===== src/rtl/mem_copy_dma.sv =====
module mem_copy_dma #(
  parameter int ADDR_W = 32,
  parameter int LEN_W  = 16
) (
  input  logic              clk,
  input  logic              rst_n,
  input  logic              reg_wr,
  input  logic [2:0]        reg_sel,
  input  logic [31:0]       reg_wdata,
  output logic [31:0]       reg_rdata,
  output logic              mem_rd_req,
  output logic [ADDR_W-1:0] mem_rd_addr,
  input  logic              mem_rd_ack,
  input  logic [31:0]       mem_rd_data,
  output logic              mem_wr_req,
  output logic [ADDR_W-1:0] mem_wr_addr,
  output logic [31:0]       mem_wr_data,
  output logic [3:0]        mem_wr_be,
  input  logic              mem_wr_ack,
  input  logic              rd_eop,
  input  logic              wr_eop,
  output logic              irq
);

  typedef enum logic [1:0] {IDLE, RD, WR} state_t;

  state_t            st_q;
  logic [ADDR_W-1:0] rd_addr_q, wr_addr_q;
  logic [LEN_W-1:0]  len_q, len_dec;
  logic [11:0]       ctrl_q;
  logic [2:0]        sz_q;
  logic [31:0]       buf_q, rd_sh;
  logic [1:0]        rd_lane;
  logic done_q, reop_q, weop_q, lenz_q, arm_q;
  logic busy, wr_ctrl, sw_reset, size_ok, start, stop, len_end;
  logic unused_bits;

  assign unused_bits = ^reg_wdata[31:13];

  assign busy     = st_q != IDLE;
  assign wr_ctrl  = reg_wr && (reg_sel == 3'd6 || reg_sel == 3'd7);
  assign sw_reset = wr_ctrl && reg_wdata[12] && arm_q;
  assign size_ok  = ($countones(reg_wdata[2:0]) == 1) && (reg_wdata[11:10] == 2'b00);
  assign start    = wr_ctrl && !sw_reset && reg_wdata[3] && size_ok && (len_q != '0) && !busy;

  assign len_dec = (len_q > LEN_W'(sz_q)) ? len_q - LEN_W'(sz_q) : '0;
  assign len_end = len_dec == '0;
  assign stop    = (ctrl_q[5] && (reop_q || rd_eop)) ||
                   (ctrl_q[6] && (weop_q || wr_eop)) ||
                   (ctrl_q[7] && len_end);

  assign rd_lane = sz_q[2] ? 2'b00 : sz_q[1] ? {rd_addr_q[1], 1'b0} : rd_addr_q[1:0];
  assign rd_sh   = mem_rd_data >> {rd_lane, 3'b000};

  assign mem_rd_req  = st_q == RD;
  assign mem_rd_addr = rd_addr_q;
  assign mem_wr_req  = st_q == WR;
  assign mem_wr_addr = wr_addr_q;
  assign mem_wr_data = sz_q[2] ? buf_q : sz_q[1] ? {2{buf_q[15:0]}} : {4{buf_q[7:0]}};
  assign mem_wr_be   = sz_q[2] ? 4'hF :
                       sz_q[1] ? (wr_addr_q[1] ? 4'hC : 4'h3) :
                       (4'h1 << wr_addr_q[1:0]);
  assign irq = done_q && ctrl_q[4];

  always_comb begin
    case (reg_sel)
      3'd0:       reg_rdata = {27'd0, lenz_q, weop_q, reop_q, busy, done_q};
      3'd1:       reg_rdata = 32'(rd_addr_q);
      3'd2:       reg_rdata = 32'(wr_addr_q);
      3'd3:       reg_rdata = 32'(len_q);
      3'd6, 3'd7: reg_rdata = {20'd0, ctrl_q};
      default:    reg_rdata = 32'd0;
    endcase
  end

  always_ff @(posedge clk or negedge rst_n) begin
    if (!rst_n) begin
      st_q <= IDLE;  rd_addr_q <= '0; wr_addr_q <= '0; len_q <= '0;
      ctrl_q <= '0;  sz_q <= '0;      buf_q <= '0;
      done_q <= 1'b0; reop_q <= 1'b0; weop_q <= 1'b0; lenz_q <= 1'b0; arm_q <= 1'b0;
    end else if (sw_reset) begin
      st_q <= IDLE;  rd_addr_q <= '0; wr_addr_q <= '0; len_q <= '0;
      ctrl_q <= '0;  sz_q <= '0;      buf_q <= '0;
      done_q <= 1'b0; reop_q <= 1'b0; weop_q <= 1'b0; lenz_q <= 1'b0; arm_q <= 1'b0;
    end else begin
      if (reg_wr) arm_q <= wr_ctrl && reg_wdata[12];
      if (rd_eop) reop_q <= 1'b1;
      if (wr_eop) weop_q <= 1'b1;
      if (reg_wr) begin
        case (reg_sel)
          3'd0:       done_q <= 1'b0;
          3'd1:       if (!busy) rd_addr_q <= reg_wdata[ADDR_W-1:0];
          3'd2:       if (!busy) wr_addr_q <= reg_wdata[ADDR_W-1:0];
          3'd3:       if (!busy) len_q <= reg_wdata[LEN_W-1:0];
          3'd6, 3'd7: ctrl_q <= reg_wdata[11:0];
          default:    ;
        endcase
      end
      if (start) begin
        st_q   <= RD;
        sz_q   <= reg_wdata[2] ? 3'd4 : reg_wdata[1] ? 3'd2 : 3'd1;
        done_q <= 1'b0;
        reop_q <= 1'b0;
        weop_q <= 1'b0;
        lenz_q <= 1'b0;
      end
      case (st_q)
        RD: if (mem_rd_ack) begin
          buf_q <= sz_q[2] ? rd_sh : sz_q[1] ? {16'd0, rd_sh[15:0]} : {24'd0, rd_sh[7:0]};
          st_q  <= WR;
        end
        WR: if (mem_wr_ack) begin
          len_q <= len_dec;
          if (!ctrl_q[8]) rd_addr_q <= rd_addr_q + ADDR_W'(sz_q);
          if (!ctrl_q[9]) wr_addr_q <= wr_addr_q + ADDR_W'(sz_q);
          if (len_end) lenz_q <= 1'b1;
          if (stop) begin
            st_q   <= IDLE;
            done_q <= 1'b1;
          end else begin
            st_q <= RD;
          end
        end
        default: ;
      endcase
    end
  end


  rd_hold_chk: assert property (@(posedge clk) disable iff (!rst_n)
    (mem_rd_req && !mem_rd_ack && !reg_wr) |=> mem_rd_req);


  wr_hold_chk: assert property (@(posedge clk) disable iff (!rst_n)
    (mem_wr_req && !mem_wr_ack && !reg_wr) |=>
      (mem_wr_req && $stable(mem_wr_addr) && $stable(mem_wr_data) && $stable(mem_wr_be)));


  done_busy_chk: assert property (@(posedge clk) disable iff (!rst_n)
    !(done_q && busy));


  done_rise_chk: assert property (@(posedge clk) disable iff (!rst_n)
    $rose(done_q) |-> $past(mem_wr_ack));


  irq_hold_chk: assert property (@(posedge clk) disable iff (!rst_n)
    $fell(irq) |-> $past(reg_wr));


  len_no_grow_chk: assert property (@(posedge clk) disable iff (!rst_n)
    busy |=> (len_q <= $past(len_q)));


  rd_fixed_chk: assert property (@(posedge clk) disable iff (!rst_n)
    (busy && ctrl_q[8]) |=> $stable(rd_addr_q));

endmodule


===== config.mk =====
export PLATFORM = sky130hd
export DESIGN_NAME = mem_copy_dma
export DESIGN_NICKNAME = d
export VERILOG_FILES = /design/src/rtl/mem_copy_dma.sv
export SDC_FILE = /design/constraint.sdc
export NUM_CORES = 1
export LEC_CHECK = 0
export BUFFER_PORTS_ARGS = -buffer_cell sky130_fd_sc_hd__clkbuf_2
export CAP_MARGIN = 10
export CORE_MARGIN = 4
export CORE_UTILIZATION = 39
export CTS_BUF_LIST = sky130_fd_sc_hd__clkbuf_8
export DETAILED_ROUTE_END_ITERATION = 7
export PLACE_DENSITY_LB_ADDON = 0.08
export SLEW_MARGIN = 15
export SYNTH_ARGS = -nofsm -noshare
export SYNTH_HDL_FRONTEND = slang
export SYNTH_SLANG_ARGS = --single-unit

===== constraint.sdc =====
create_clock -name clk -period 3.2 [get_ports clk]
set_input_delay 0.8 -clock clk [delete_from_list [all_inputs] [get_ports clk]]
set_output_delay 0.8 -clock clk [all_outputs]
set_load 0.05 [all_outputs]

; ---- Word-level counts from Yosys, hierarchy flattened
; Index checks and enable logic that the tools add are counted.
[classes]
addsub = 5
order_cmp = 1
eq_ne = 8
n_shift = 2
mux = 67
reduce_logical = 35
[ops]
columns = op, count
row1 = 2-to-1 mux 32 bit, 20
row2 = case mux 32 bit (5 select lines), 1
row3 = 2-to-1 mux 16 bit, 8
row4 = adder 32 x 3 -> 32 bit, 2
row5 = 2-to-1 mux 12 bit, 3
row6 = right shift 32 x 5 -> 32 bit, 1
row7 = 2-to-1 mux 1 bit, 22
row8 = > comparator 16 x 3 -> 1 bit, 1
row9 = zero test 16 bit, 1
row10 = nonzero test 16 bit, 1
row11 = subtractor 16 x 3 -> 16 bit, 1
row12 = logical AND 1 bit, 13
row13 = 2-to-1 mux 2 bit, 6
row14 = 2-to-1 mux 4 bit, 3
row15 = nonzero test 2 bit, 6
row16 = 2-to-1 mux 3 bit, 3
row17 = "== test 3 x 1 -> 1 bit, second input constant", 2
row18 = "== test 3 x 2 -> 1 bit, second input constant", 2
row19 = "== test 3 bit, second input constant", 2
row20 = nonzero test 3 bit, 2
row21 = logical OR 1 bit, 5
row22 = case mux 2 bit (2 select lines), 1
row23 = AND reduction 2 bit, 2
row24 = "left shift 1 x 2 -> 4 bit, first input constant", 1
row25 = other kinds (8), 9
[word_totals]
reg_bits = 134
output_inout_bits = 135

; ---- Depth between registers and ports, before layout
[logic_depth]
word_depth = 16
mapped_depth = 11
ltp_nobuf = 9

; ---- Least setup slack after synthesis
; Ideal clock, no wire load.
[synth_path]
path_type = input -> output
from = input reg_sel[1]
to = output reg_rdata[3]
arrival_ns = 2.820
required_ns = 2.400
slack_ns = -0.420
cell_stages = 6
path_cell_list = clkbuf_1 buf_1 mux2i_1 nor2_1 a21oi_1 o21ai_0
[synth_between]
elab_chain_cells = 3
elab_cells_between_ends = 8
[synth_rtl]
columns = item, line
row1 = "start, declared", 8  ; input logic [2:0] reg_sel,
row2 = == test 3 bit, 66  ; case (reg_sel)
row3 = OR reduction 2 bit, 66
row4 = case mux 32 bit (5 select lines) *, 66
row5 = "end, declared", 10  ; output logic [31:0] reg_rdata,
; Mark *: on every way between the ends. The rest lies on a longest branch, timed or not.

; ---- Worst setup path after layout
[layout_path]
from = register len_q[0]
to = register st_q[0]
[layout_between]
elab_chain_cells = 9
elab_cells_between_ends = 15
[layout_rtl]
columns = item, line
row1 = "start, declared", 29  ; logic [LEN_W-1:0] len_q, len_dec;
row2 = "start signal, assigned", 94  ; 3'd3: if (!busy) len_q <= reg_wdata[LEN_W-1:0];
row3 = "start signal, assigned", 113  ; len_q <= len_dec;
row4 = subtractor 16 x 3 -> 16 bit / > comparator 16 x 3 -> 1 bit (equally long branches), 46  ; assign len_dec = (len_q > LEN_W'(sz_q)) ? len_q - LEN_W'(sz_q) : '0;
row5 = 2-to-1 mux 16 bit, 46
row6 = zero test 16 bit, 47  ; assign len_end = len_dec == '0;
row7 = logical AND 1 bit, 50  ; (ctrl_q[7] && len_end);
row8 = logical OR 1 bit, 49  ; (ctrl_q[6] && (weop_q || wr_eop)) ||
row9 = 2-to-1 mux 1 bit, 117  ; if (stop) begin
row10 = 2-to-1 mux 2 bit, 112  ; WR: if (mem_wr_ack) begin
row11 = case mux 2 bit (2 select lines) *, 107  ; case (st_q)
row12 = 2-to-1 mux 2 bit *, 81  ; end else if (sw_reset) begin
row13 = "end signal, assigned", 82  ; st_q <= IDLE; rd_addr_q <= '0; wr_addr_q <= '0; len_q <= '0;
row14 = "end signal, assigned", 110  ; st_q <= WR;
row15 = "end signal, assigned", 118  ; st_q <= IDLE;
row16 = "end, declared", 27  ; state_t st_q;
; Marked as above.
; A chain may end at the register's enable or synchronous reset.

==> reports/metrics.csv <==
stage;metric;value;unit
power;worst_ir_drop_vdd;0.550;mV
global_routing;antenna_found_initial;0;
power;power_density;999;nW/um^2
place;placed_area;11100;sq um
drt;drtIter0Drc;826;
final_layout;final_area;11500;sq um
synthesis;syn_area;9080;sq um
run_status;status;completed;
final_layout;drive_above_1_share;28.1;%
setup_path;cp_slowest_cell;dfrtp_1;
global_routing;grt_overflow;0;
clocking;hold_buffers;0;
synthesis;ys_seq_elements;134;
clocking;worstSkewPairLatency;470;ps
drt;vias;9529;
synthesis;syn_area_per_cell;8.40;sq um
final_layout;syn2layout_area_growth;26.9;%
power;leakage;0.00521;uW
synthesis;yosys-top-cells-area;dfrtp_1 37%, nor2_1 5.4%, nand2_1 5.3%;
clocking;clk_path_buf_depth;2;
clocking;clock_sinks;134;
timing;setup_violations;0;
synthesis;synth_edf_count;0;
setup_path;crit_start;len_q[0];
timing;hold_violations;0;
clocking;cts_tree;built;
clocking;path_clk_slew;90;ps
clocking;h-tree-depth;4;
final_layout;antenna_cells;0;
final_layout;fin_util;50.6;%
synthesis;ys_types;71;
setup_path;worstPathArrival;3320;ps
timing;finalMaxSlewViolations;0;
drt;dr.pass1.iters;6;
drt;ant_nets;0;
global_routing;grt_pass1_wl;54600;um
timing;clock_skew;16.9;ps
drt;vias_per_cell;5.88;
setup_path;critPathKind;flip-flop to flip-flop;
synthesis;yosys-top-cells-count;134 x dfrtp_1, 130 x nor2_1, 127 x nand2_1;
run;max_cap_viol_count;0;
place;gp_congestion;1.00;
synthesis;async_flop_share;100;%
timing;slew_headroom;45.7;%
setup_path;cp_cell_sequence;inv_1 -> ha_1 -> fa_1 -> nor2b_1 -> o21ai_0 -> o22ai_1 -> o211ai_1 -> o31ai_1 -> buf_4 -> o2bb2ai_1;
clocking;cts_resized;0;
place;portBuffers;208;
floorplan;die-area;25800;sq um
setup_path;start_kind;flip-flop;
place;dpl.hpwl;26100;um
synthesis;seq_area_frac_synth;36.9;%
clocking;postCtsSetupBuffers;0;
setup_path;end_kind;flip-flop;
drt;wirelength;34800;um
timing;fmax;336;MHz
setup_path;path_max_fanout;7;
synthesis;ys.flop_type;dfrtp_1;
timing;worst_slew_pin_slew;813;ps
synthesis;yosysTopAreaCellShare;36.9;%
floorplan;coreArea;22800;sq um
min_path;hp-class;input port to async pin;
timing;period_share;93.1;%
setup_path;r2r_start;len_q[0];
global_routing;grt.total_usage;26.7;%
setup_path;cp_slowest_stage_delay;470;ps
timing;fin_crit;2980;ps
floorplan;rows;55;
synthesis;yosys_warnings;0;
clocking;clock-root-buffer;clkbuf_8;
synthesis;yosysTopAreaCell;dfrtp_1;
final_layout;fin_nets;1385;
floorplan;ios;209;
global_routing;grt_start_max_net_pins;58;
drt;drc_errors;0;
global_routing;grt_pass1_vias;9246;
synthesis;syn-num-nets;1171;
floorplan;die_y;161;um
timing;rsz0062_at_grt;false;
floorplan;start_util;39.9;%
setup_path;cp.required;3540;ps
synthesis;synth_cells;1081;
floorplan;die_w;161;um
synthesis;synth.most_common_cell;dfrtp_1;
clocking;numCtsBuffers;17;
drt;post_drt_wl_per_cell;21.5;um
[report_power, final]
group / internal (uW) / leakage (uW) / switching, uW
logic: 2090 / 0.00335 / 4610
clock network: 643 / 0.000187 / 764
registers: 2300 / 0.00168 / 1090
total: 5040 / 0.00521 / 6460
[logic make-up after synthesis]
group | after synthesis | share of synthesized area, %
AOI/OAI and AO/OA | 334 | 24.2
xor gates and xnor gates | 11 | 1.06
buffers and inverters | 105 | 5.07
and+or+nand+nor | 413 | 21.0
adders and majority gates | 16 | 2.54
muxes | 68 | 9.22
DFF | 134 | 36.9
[worst max-delay path: cells and delay by family, from the launching register on]
family                     cells  cell delay, ps
AOI/OAI and AO/OA              5            1060
adders and majority gates      2             690
buffers and inverters          2             260
DFF                            1             470
and+or+nand+nor                1             390
[path summary, 6_finish.rpt]
check	depth (start not counted)	endpoint	slack [ps]
worst max register to register	10	st_q[0]	220
max in group asynchronous	2	len_q[7]	2140
min in group clk	2	ctrl_q[10]	500
worst min-delay path	1	mem_rd_addr[11]	290
worst max-delay path	10	st_q[0]	220
worst min register to register	2	ctrl_q[10]	500
[layout make-up]
cell class | count | area (sq um)
Inverter | 24 | 90.1
Clock inverter | 14 | 128
Multi-Input combinational cell | 842 | 5320
Timing Repair Buffer | 276 | 1990
Fill cell | 2253 | 11300
Clock buffer | 18 | 248
Tap cell | 313 | 392
Sequential cell | 134 | 3350
[registers in the layout, summed over array words and instances, names as in the netlist]
register	flops
reop_q	1
st_q	2
mem_rd_addr	32
sz_q	3
lenz_q	1
ctrl_q	12
len_q	16
weop_q	1
arm_q	1
mem_wr_addr	32
buf_q	32
done_q	1
[layout by cell type, fill, tap and decap left out, types with 6 or more instances in the layout]
cell	count
o211ai_1	10
a211oi_1	21
xor2_1	6
clkbuf_2	181
and2_1	7
clkbuf_8	18
nand4_1	16
nand3_1	28
buf_12	29
dfrtp_1	134
ha_1	12
a311oi_1	9
inv_1	26
a22oi_1	23
a221oi_1	8
a22o_1	33
nor2b_1	9
nand2_1	127
mux4_2	10
a31oi_1	16
o21ai_0	90
nor4_1	13
nor2_1	118
buf_4	65
a21oi_1	72
mux2i_1	33
mux2_2	25
and3_1	12
nor3_1	36
nor2_2	11
or3_1	7
[per-stage QoR]
| step | TNS [ps] | total power (uW) | cells | setup WS [ps] | hold WS (ps) |
|---|---|---|---|---|---|
| final | 0 | 11500 | 1621 | 221 | 285 |
| after CTS | 0 | 11500 | 1621 | 246 | 294 |
| after floorplan | -43.2 | 8000 | 1081 | -43.2 | 450 |
| after detailed placement | 0 | 10100 | 1589 | 257 | 478 |
| after global routing | 0 | 12200 | 1621 | 34.8 | 316 |
| after global placement | 0 | 10000 | 1589 | 262 | 464 |
[per-layer routing]
| metal | track usage, % | wire (um) | vias up |
|---|---|---|---|
| li1 | - | - | 4431 |
| met1 | 38.5 | 15800 | 4584 |
| met3 | 6.77 | 3120 | 48 |
| met4 | 6.65 | 639 | 0 |
| met5 | 0 | 0 | - |
| met2 | 40.2 | 15200 | 466 |
(Power assumes the default switching activity.)
